## src/rtl/mac_pkg.sv

```systemverilog
package mac_pkg;
    typedef enum logic [1:0] {
        OPK_STLD  = 2'd0,
        OPK_MAC   = 2'd1,
        OPK_CLRLD = 2'd2,
        OPK_MOD   = 2'd3
    } op_kind_e;

    typedef enum logic [2:0] {
        MOD_SHL = 3'd3,
        MOD_NEG = 3'd6,
        MOD_ABS = 3'd7
    } mod_code_e;

    localparam int ST_W     = 16;
    localparam int ST_NEG   = 15;
    localparam int ST_ZERO  = 13;
    localparam int ST_NIB_L = 12;

    typedef struct packed {
        logic [ST_W-1:0] value;
        logic            flags_upd;
    } st_ctl_t;
endpackage

```

## src/rtl/mac_mult.sv

```systemverilog
module mac_mult #(
    parameter int DW = 16,
    localparam int PW = 2*DW
) (
    input  logic [DW-1:0] a,
    input  logic [DW-1:0] b,
    output logic [PW-1:0] p
);
    logic signed [PW-1:0] full;

    always_comb begin
        full = PW'($signed(a)) * PW'($signed(b));
        p    = full << 1;
    end
endmodule

```

## src/rtl/mac_acc_alu.sv

```systemverilog
module mac_acc_alu
    import mac_pkg::*;
#(
    parameter int AW = 32
) (
    input  op_kind_e        kind,
    input  logic [2:0]      mod_code,
    input  logic [AW-1:0]   acc_cur,
    input  logic [AW-1:0]   prod,
    output logic [AW-1:0]   acc_nxt,
    output logic            flags_upd
);
    logic [AW-1:0] mod_res;

    always_comb begin
        unique case (mod_code)
            MOD_SHL: mod_res = acc_cur << 1;
            MOD_NEG: mod_res = AW'(0) - acc_cur;
            MOD_ABS: mod_res = acc_cur[AW-1] ? AW'(0) - acc_cur : acc_cur;
            default: mod_res = acc_cur;
        endcase
    end

    always_comb begin
        acc_nxt   = acc_cur;
        flags_upd = 1'b0;
        unique case (kind)
            OPK_MAC: begin
                acc_nxt   = acc_cur + prod;
                flags_upd = 1'b1;
            end
            OPK_CLRLD: acc_nxt = '0;
            OPK_MOD: begin
                acc_nxt   = mod_res;
                flags_upd = 1'b1;
            end
            default: acc_nxt = acc_cur;
        endcase
    end
endmodule

```

## src/rtl/mac_status_upd.sv

```systemverilog
module mac_status_upd
    import mac_pkg::*;
#(
    parameter int AW = 32
) (
    input  op_kind_e          kind,
    input  logic              flags_upd,
    input  logic [AW-1:0]     acc_nxt,
    input  logic [ST_W-1:0]   st_cur,
    input  logic [ST_W-1:0]   st_wdata,
    output st_ctl_t           st_nxt
);
    always_comb begin
        st_nxt.value     = st_cur;
        st_nxt.flags_upd = flags_upd;
        if (kind == OPK_STLD) begin
            st_nxt.value = st_wdata;
        end else if (kind == OPK_CLRLD) begin
            st_nxt.value[ST_W-1:ST_NIB_L] = '0;
        end else if (flags_upd) begin
            st_nxt.value[ST_NEG]  = acc_nxt[AW-1];
            st_nxt.value[ST_ZERO] = (acc_nxt == '0);
        end
    end
endmodule

```

## src/rtl/mac_unit.sv

```systemverilog
module mac_unit
    import mac_pkg::*;
#(
    parameter int DW = 16,
    localparam int AW = 2*DW
) (
    input  logic            clk,
    input  logic            rst,
    input  logic            op_valid,
    input  logic [1:0]      op_kind,
    input  logic [2:0]      mod_code,
    input  logic [DW-1:0]   opnd_x,
    input  logic [DW-1:0]   opnd_y,
    input  logic [ST_W-1:0] st_wdata,
    output logic [DW-1:0]   x_q,
    output logic [DW-1:0]   y_q,
    output logic [AW-1:0]   prod,
    output logic [AW-1:0]   acc,
    output logic [ST_W-1:0] status
);
    op_kind_e      kind;
    logic [AW-1:0] acc_nxt;
    logic          flags_upd;
    st_ctl_t       st_nxt;
    logic          load_ops;

    assign kind     = op_kind_e'(op_kind);
    assign load_ops = op_valid && (kind == OPK_MAC || kind == OPK_CLRLD);

    mac_mult #(.DW(DW)) u_mult (
        .a (x_q),
        .b (y_q),
        .p (prod)
    );

    mac_acc_alu #(.AW(AW)) u_alu (
        .kind      (kind),
        .mod_code  (mod_code),
        .acc_cur   (acc),
        .prod      (prod),
        .acc_nxt   (acc_nxt),
        .flags_upd (flags_upd)
    );

    mac_status_upd #(.AW(AW)) u_st (
        .kind      (kind),
        .flags_upd (flags_upd),
        .acc_nxt   (acc_nxt),
        .st_cur    (status),
        .st_wdata  (st_wdata),
        .st_nxt    (st_nxt)
    );

    always_ff @(posedge clk) begin
        if (rst) begin
            acc    <= '0;
            x_q    <= '0;
            y_q    <= '0;
            status <= '0;
        end else if (op_valid) begin
            acc    <= acc_nxt;
            status <= st_nxt.value;
            if (load_ops) begin
                x_q <= opnd_x;
                y_q <= opnd_y;
            end
        end
    end

    assert_mac_sum_R3: assert property (@(posedge clk) disable iff (rst)
        (op_valid && kind == OPK_MAC) |=> acc == $past(acc) + $past(prod));

    assert_operand_load_R4: assert property (@(posedge clk) disable iff (rst)
        load_ops |=> (x_q == $past(opnd_x) && y_q == $past(opnd_y)));

    assert_clear_mask_R5: assert property (@(posedge clk) disable iff (rst)
        (op_valid && kind == OPK_CLRLD) |=>
            (acc == '0 && status[ST_W-1:ST_NIB_L] == '0 &&
             status[ST_NIB_L-1:0] == $past(status[ST_NIB_L-1:0])));

    assert_flags_R8: assert property (@(posedge clk) disable iff (rst)
        (op_valid && (kind == OPK_MAC || kind == OPK_MOD)) |=>
            (status[ST_NEG] == acc[AW-1] && status[ST_ZERO] == (acc == '0)));

    assert_hold_R10: assert property (@(posedge clk) disable iff (rst)
        !op_valid |=> ($stable(acc) && $stable(x_q) && $stable(y_q) && $stable(status)));
endmodule

```

## config.mk

```make
export PLATFORM = sky130hd
export DESIGN_NAME = mac_unit
export DESIGN_NICKNAME = d
export VERILOG_FILES = /design/src/rtl/mac_pkg.sv /design/src/rtl/mac_mult.sv /design/src/rtl/mac_acc_alu.sv /design/src/rtl/mac_status_upd.sv /design/src/rtl/mac_unit.sv
export SDC_FILE = /design/constraint.sdc
export NUM_CORES = 1
export LEC_CHECK = 0
export BUFFER_PORTS_ARGS = -buffer_cell sky130_fd_sc_hd__buf_2
export CORE_ASPECT_RATIO = 0.5
export CORE_MARGIN = 3
export CORE_UTILIZATION = 46
export DETAILED_ROUTE_END_ITERATION = 10
export GPL_TIMING_DRIVEN = 0
export PLACE_DENSITY = 0.76
export RECOVER_POWER = 25
export SYNTH_ARGS = -nofsm -noshare
export SYNTH_HDL_FRONTEND = slang
export SYNTH_SLANG_ARGS = --single-unit
```

## constraint.sdc

```tcl
create_clock -name clk -period 22.4 [get_ports clk]
set_input_delay 6.72 -clock clk [delete_from_list [all_inputs] [get_ports clk]]
set_output_delay 6.72 -clock clk [all_outputs]
set_load 0.01 [all_outputs]
```

==> results of run 1 <==
==> path summary, 6_finish.rpt <==
| path | end | start | cells past startpoint |
|---|---|---|---|
| worst max-delay path | prod[30] | x_q[6] | 25 |
| worst min-delay path | status[9] | status[9] | 2 |
| worst max register to register | status[13] | x_q[6] | 35 |
| worst min register to register | status[9] | status[9] | 2 |
==> synthesized netlist by cell type (all sizes together) (7+ instances only) <==
master  number  area (um2)
a211oi      33         253
a21o        20         150
a21oi      130         651
a221oi      10        87.6
a31oi       11        68.8
and2       124         776
and3         9        56.3
buf         10        91.3
clkbuf      91         392
dfxtp       80        1600
fa         257        5140
ha         118        1480
inv        348        1310
mux2i       13         130
nand2      273        1020
nand2b      16         100
nand3       20         100
nand4       12        75.1
nor2       105         394
nor2b       10        62.6
nor3        30         150
nor4        15         106
o211ai      13        97.6
o21a        20         150
o21ai       69         345
o21bai       7        52.6
o22ai        7        43.8
o31ai       10        80.1
or3         10        70.1
xnor2       45         394
xor2        11        96.3
==> routing by layer <==
layer	part of all wire	wire [um]
met4	0.042	2240
met3	0.092	4850
met5	0	0
met1	0.41	21400
met2	0.46	24400
==> logic make-up (layout without fill, tap and decap cells) <==
logic type,after synthesis,after routing,synth area share
AOI/OAI and AO/OA,393,393,0.156
other,1,1,0.000229
and+or+nand+nor,656,656,0.194
DFF,80,80,0.0976
xor gates and xnor gates,57,57,0.0313
buffers and inverters,451,632,0.110
muxes,13,13,0.00793
adders and majority gates,375,375,0.404
==> through the flow <==
step | std cells | setup slack, ns | utilization | total power [mW]
floorplan | 2026 | 9.70 | - | 0.366
global placement | 2666 | 8.53 | 0.512 | 0.465
detailed placement | 2666 | 8.48 | 0.512 | 0.468
CTS | 2682 | 8.06 | 0.520 | 0.629
global route | 2682 | 7.56 | 0.519 | 0.669
finish | 2682 | 8.01 | 0.519 | 0.634
==> registers in the layout, summed over array words and instances (netlist names) <==
signal  flops
y_q        16
acc        32
x_q        16
status     16
==> layout make-up <==
type	instances	share of cell area
clock inverter	6	0.00360
inverter	350	0.0727
timing repair buffer	165	0.0425
multi-input combinational	1495	0.720
tap	475	0.0329
buffer	101	0.0267
sequential	80	0.0886
clock buffer	10	0.0132
==> worst max-delay path: stages (launching register included) <==
cell	delay (ns)
dfxtp_1	0.72
clkbuf_1	0.55
nand2_1	0.16
fa_1	0.53
inv_1	0.07
fa_1	0.51
inv_1	0.06
fa_1	0.55
inv_1	0.05
fa_1	0.45
fa_1	0.50
inv_1	0.05
fa_1	0.59
inv_1	0.08
ha_1	0.35
a21o_1	0.18
a21oi_1	0.23
o21bai_1	0.10
a21oi_1	0.15
nor2_1	0.05
a21oi_1	0.16
a31oi_1	0.19
a41o_1	0.29
o41ai_1	0.37
xnor2_1	0.20
buf_2	0.18
==> report_power, final <==
part           leakage (nW)  switching (mW)  internal (mW)
clock                 0.149          0.0701         0.0899
combinational          7.76           0.189          0.113
sequential            0.655          0.0220          0.150
total                  8.56           0.281          0.353
==> flow_summary_export.csv, run 1 <==
group,metric,value,unit
final_layout,syn_to_final_growth,10.2,%
sta,min_period,14.39,ns
die,num_rows,48,
worst_setup_path,path_class,"reg -> out",
final_layout,register_area,1600,um2
placement,placed_area,17800,um2
final_layout,layout_common_cells,"inv_1, nand2_1, fa_1",
sta,fin_skew,0.0148,ns
logic_synthesis,syn_area,16400,um2
power,ir_drop,0.0267,mV
logic_synthesis,synth_ff_type,"dfxtp_1",
clocking,cts_setup_buffers,0,
min_path,worstHoldPathType,"reg -> reg",
logic_synthesis,synth_cells,2026,
die,core_area,34800,um2
sta,hold_ws,0.454,ns
global_routing,use_met1,0.366,
clocking,cts_buffers,9,
worst_setup_path,end_kind,"primary output",
logic_synthesis,avgSynthCellArea,8.10,um2
global_routing,grt-ovfl-total,0,
sta,setup_violations,0,
sta,tightest_slew,0.825,ns
sta,fmax,0.0695,GHz
routing,wl_per_cell,19.7,um
final_layout,multiInputGateArea,13000,um2
outcome,outcome,"complete, no violations",
routing,drt_wl_total,52900,um
clocking,numClockSinks,80,
worst_setup_path,crit_fanout,10,
sta,fin_tns_setup,0,ns
global_routing,grt_max_degree,15,
die,die_x,273,um
routing,drtIter0Drc,1537,
logic_synthesis,synthDistinctLibCells,87,
run,drv_cap,0,
routing,via_per_inst,5.64,
power,power_density,35.1,nW/um2
global_routing,grt_antenna_before_repair,0,
final_layout,layout.nets,2633,
sta,final_max_slew_viol_count,0,
logic_synthesis,async_flop_share,0,
clocking,cts_buffer_depth,2,
logic_synthesis,ys_seq_area_frac,0.0976,
clocking,holdBufCountCts,0,
final_layout,final_area,18100,um2
global_routing,grt_usage,0.282,
sta,hold_viol,0,
global_routing,grt.busiest_layer,"met2",
clocking,clk-insertion-delay-late,0.37,ns
routing,drc,0,
clocking,htreeDepth,3,
logic_synthesis,ys_warn_count,0,
power,p_leak,8.56,nW
sta,max_slew_margin,0.450,
placement,portBuffers,165,
clocking,post_cts_resized,0,
die,fp.dieH,140,um
die,ios,168,
worst_setup_path,crit_arrival,7.67,ns
worst_setup_path,required,15.68,ns
sta,post-route-period-util,0.642,
global_routing,grtUsageMet2,0.463,
clocking,cts_tree,"done",
sta,rsz0062_at_grt,"no",
global_routing,grtUsageMet3,0.0569,
worst_setup_path,start_kind,"register",
final_layout,drive_above_1_share,0.0788,
routing,dr.pass1.iters,6,
global_routing,grt_pass1_wl,84400,um
clocking,path_clk_slew,0.07,ns
logic_synthesis,synth_nets,2457,
worst_setup_path,regToRegSetupSlack,13.23,ns
placement,dpl.hpwl,42700,um
global_routing,grt_pass1_vias,15341,
logic_synthesis,synth_edf_count,0,
die,initial_core_util,0.471,
routing,postRouteAntennaNets,0,
clocking,root_buffer,"clkbuf_16",
die,die_area,38100,um2
placement,routabilityCongestion,0.957,
final_layout,diodes,0,
final_layout,layout_commonest_cell,"inv_1",
routing,vias,15114,
logic_synthesis,synth_seq_cells,80,
final_layout,nFillCells,3354,
(Power assumes the default switching activity.)
==> run 2: changes to the inputs <==
ABC_AREA = 1   (was unset)
clock period = 13.5 ns   (was 22.4 ns; I/O delays follow)
==> flow_summary_export.csv, run 2 <==
group,metric,value,unit
outcome,outcome,"complete, no violations",
final_layout,final_cells,3223,
power,power,1.85,mW
power,p_leak,10.5,nW
routing,drtIter0Drc,1646,
final_layout,syn_to_final_growth,9.75,%
global_routing,grt_pass1_vias,16447,
power,switching_power,1.00,mW
min_path,worstHoldPathType,"reg -> reg",
die,die_area,40200,um2
sta,fin_skew,0.0139,ns
min_path,min_delay_path_depth,2,
worst_setup_path,regToRegSetupSlack,4.40,ns
power,ir_drop,0.0706,mV
worst_setup_path,crit_fanout,10,
sta,tightest_slew,0.899,ns
logic_synthesis,synth_edf_count,0,
power,internal_power,0.842,mW
clocking,holdBufCountCts,0,
logic_synthesis,synth_ff_type,"dfxtp_1",
routing,drc,0,
logic_synthesis,synth_top_area_frac,0.297,
logic_synthesis,syn_area,17300,um2
clocking,root_buffer,"clkbuf_16",
sta,final_max_slew_viol_count,0,
global_routing,grt_max_degree,17,
routing,vias,16936,
power,netSwitchingFraction,0.544,
logic_synthesis,async_flop_share,0,
final_layout,layout_common_cells,"nand2_1, inv_1, fa_1",
clocking,clk-insertion-delay-late,0.36,ns
logic_synthesis,yosysTopAreaCell,"fa_1",
worst_setup_path,crit_arrival,7.61,ns
routing,wl_per_cell,17.4,um
clocking,cts_setup_buffers,0,
die,initial_core_util,0.474,
final_layout,final_util,0.520,
min_path,hold-path-endpoint,"status[14]",
final_layout,largest_reg_flops,32,
worst_setup_path,reg2reg_depth,38,
sta,hold_viol,0,
routing,drt_wl_total,56100,um
power,power_density,97.1,nW/um2
final_layout,final_area,19000,um2
worst_setup_path,r2r_start,"x_q[12]",
sta,post-route-period-util,0.864,
power,power_frac_comb,0.698,
logic_synthesis,avgSynthCellArea,6.78,um2
routing,via_per_inst,5.25,
clocking,numClockSinks,80,
clocking,cts_buffers,9,
logic_synthesis,synth_seq_cells,80,
die,die_x,280,um
clocking,cts_buffer_depth,2,
placement,placed_area,18800,um2
final_layout,layout_commonest_cell,"nand2_1",
clocking,path_clk_slew,0.08,ns
worst_setup_path,start_kind,"register",
placement,routabilityCongestion,0.974,
routing,postRouteAntennaNets,0,
power,pwr-share-seq,0.155,
sta,fin_ws,1.84,ns
placement,pre_cts_ws,2.24,ns
global_routing,grt_antenna_before_repair,0,
min_path,hp-start,"status[14]",
clocking,htreeDepth,3,
sta,fmax,0.0857,GHz
logic_synthesis,synth_area_leaders,"fa_1, nand2_1, inv_1",
logic_synthesis,synth_nets,2988,
clocking,cts_tree,"done",
worst_setup_path,required,9.45,ns
final_layout,diodes,0,
sta,rsz0062_at_grt,"no",
sta,min_period,11.66,ns
routing,dr.pass1.iters,5,
final_layout,layout.nets,3165,
logic_synthesis,ys_seq_area_frac,0.0924,
logic_synthesis,synthTopCellsByCount,"nand2_1, inv_1, fa_1",
power,clkPwrFrac,0.147,
worst_setup_path,end_kind,"primary output",
final_layout,regMostFlops,"acc",
run,drv_cap,0,
worst_setup_path,r2r_end,"status[13]",
clocking,post_cts_resized,0,
final_layout,drive_above_1_share,0.0697,
die,core_area,36500,um2
logic_synthesis,ys_warn_count,0,
global_routing,grt_usage,0.283,
sta,max_slew_margin,0.400,
logic_synthesis,synthDistinctLibCells,50,
placement,placed_cells,3207,
global_routing,grt-ovfl-total,0,
global_routing,grt_pass1_wl,89100,um
die,num_rows,49,
worst_setup_path,path_class,"reg -> out",
logic_synthesis,synth_cells,2557,
logic_synthesis,synth_most_common_cell,"nand2_1",
die,fp.dieH,143,um
placement,portBuffers,166,
sta,setup_violations,0,
sta,fin_tns_setup,0,ns
sta,hold_ws,0.470,ns
die,ios,168,
placement,dpl.hpwl,47300,um
==> run 2: per-layer routing <==
metal	global-route usage	vias to the layer above	routed length (um)
met5	0	-	0
met4	0.0947	0	1970
met3	0.0551	111	4780
met2	0.467	764	25800
met1	0.377	7955	23600
li1	-	8106	-
==> run 2: power by group through the flow <==
stage	Combinational, mW	Sequential, mW	Clock [mW]
after floorplan	0.860	0.288	0
after global routing	1.44	0.288	0.282
final	1.29	0.286	0.271
after detailed placement	1.26	0.289	0
after global placement	1.25	0.289	0
after CTS	1.28	0.284	0.272
==> run 2: worst max-delay path, cell delays in order, from the launching register on <==
cell	delay, ns
dfxtp_1	0.32
clkbuf_1	0.40
clkbuf_1	0.59
nand2_1	0.17
fa_1	0.53
fa_1	0.51
fa_1	0.51
inv_1	0.06
fa_1	0.49
fa_1	0.51
inv_1	0.06
fa_1	0.53
inv_1	0.06
ha_1	0.37
a21oi_1	0.16
a21boi_0	0.21
nand3_1	0.23
a21oi_1	0.26
o21bai_1	0.13
a21oi_1	0.27
inv_1	0.07
a21oi_1	0.19
o21ai_0	0.13
xor2_1	0.29
buf_2	0.21
==> run 2: worst max-delay path by stage <==
stage	startpoint	endpoint	slack (ns)
after floorplan	y_q[1]	prod[29]	3.41
after global placement	x_q[12]	prod[29]	2.20
after detailed placement	x_q[12]	prod[29]	2.24
after CTS	x_q[12]	prod[29]	1.83
after global routing	x_q[12]	prod[29]	1.43
final	x_q[12]	prod[29]	1.84
==> run 2: cell families (layout without fill, tap and decap cells) <==
group	after synthesis	in the layout	share of synthesized area
compound gates	342	342	0.110
fa+ha+maj	375	375	0.382
simple gates	1041	1041	0.249
buf+inv	691	873	0.152
xor+xnor	27	27	0.0137
flops	80	80	0.0924
other cells	1	1	0.000216
==> run 2: cell type report <==
class	count	area, um2
Fill cell	3614	17500
Tap cell	484	606
Timing Repair Buffer	166	772
Sequential cell	80	1600
Multi-Input combinational cell	1786	13100
Clock buffer	9	225
Buffer	111	459
Inverter	580	2180
Clock inverter	7	86.3
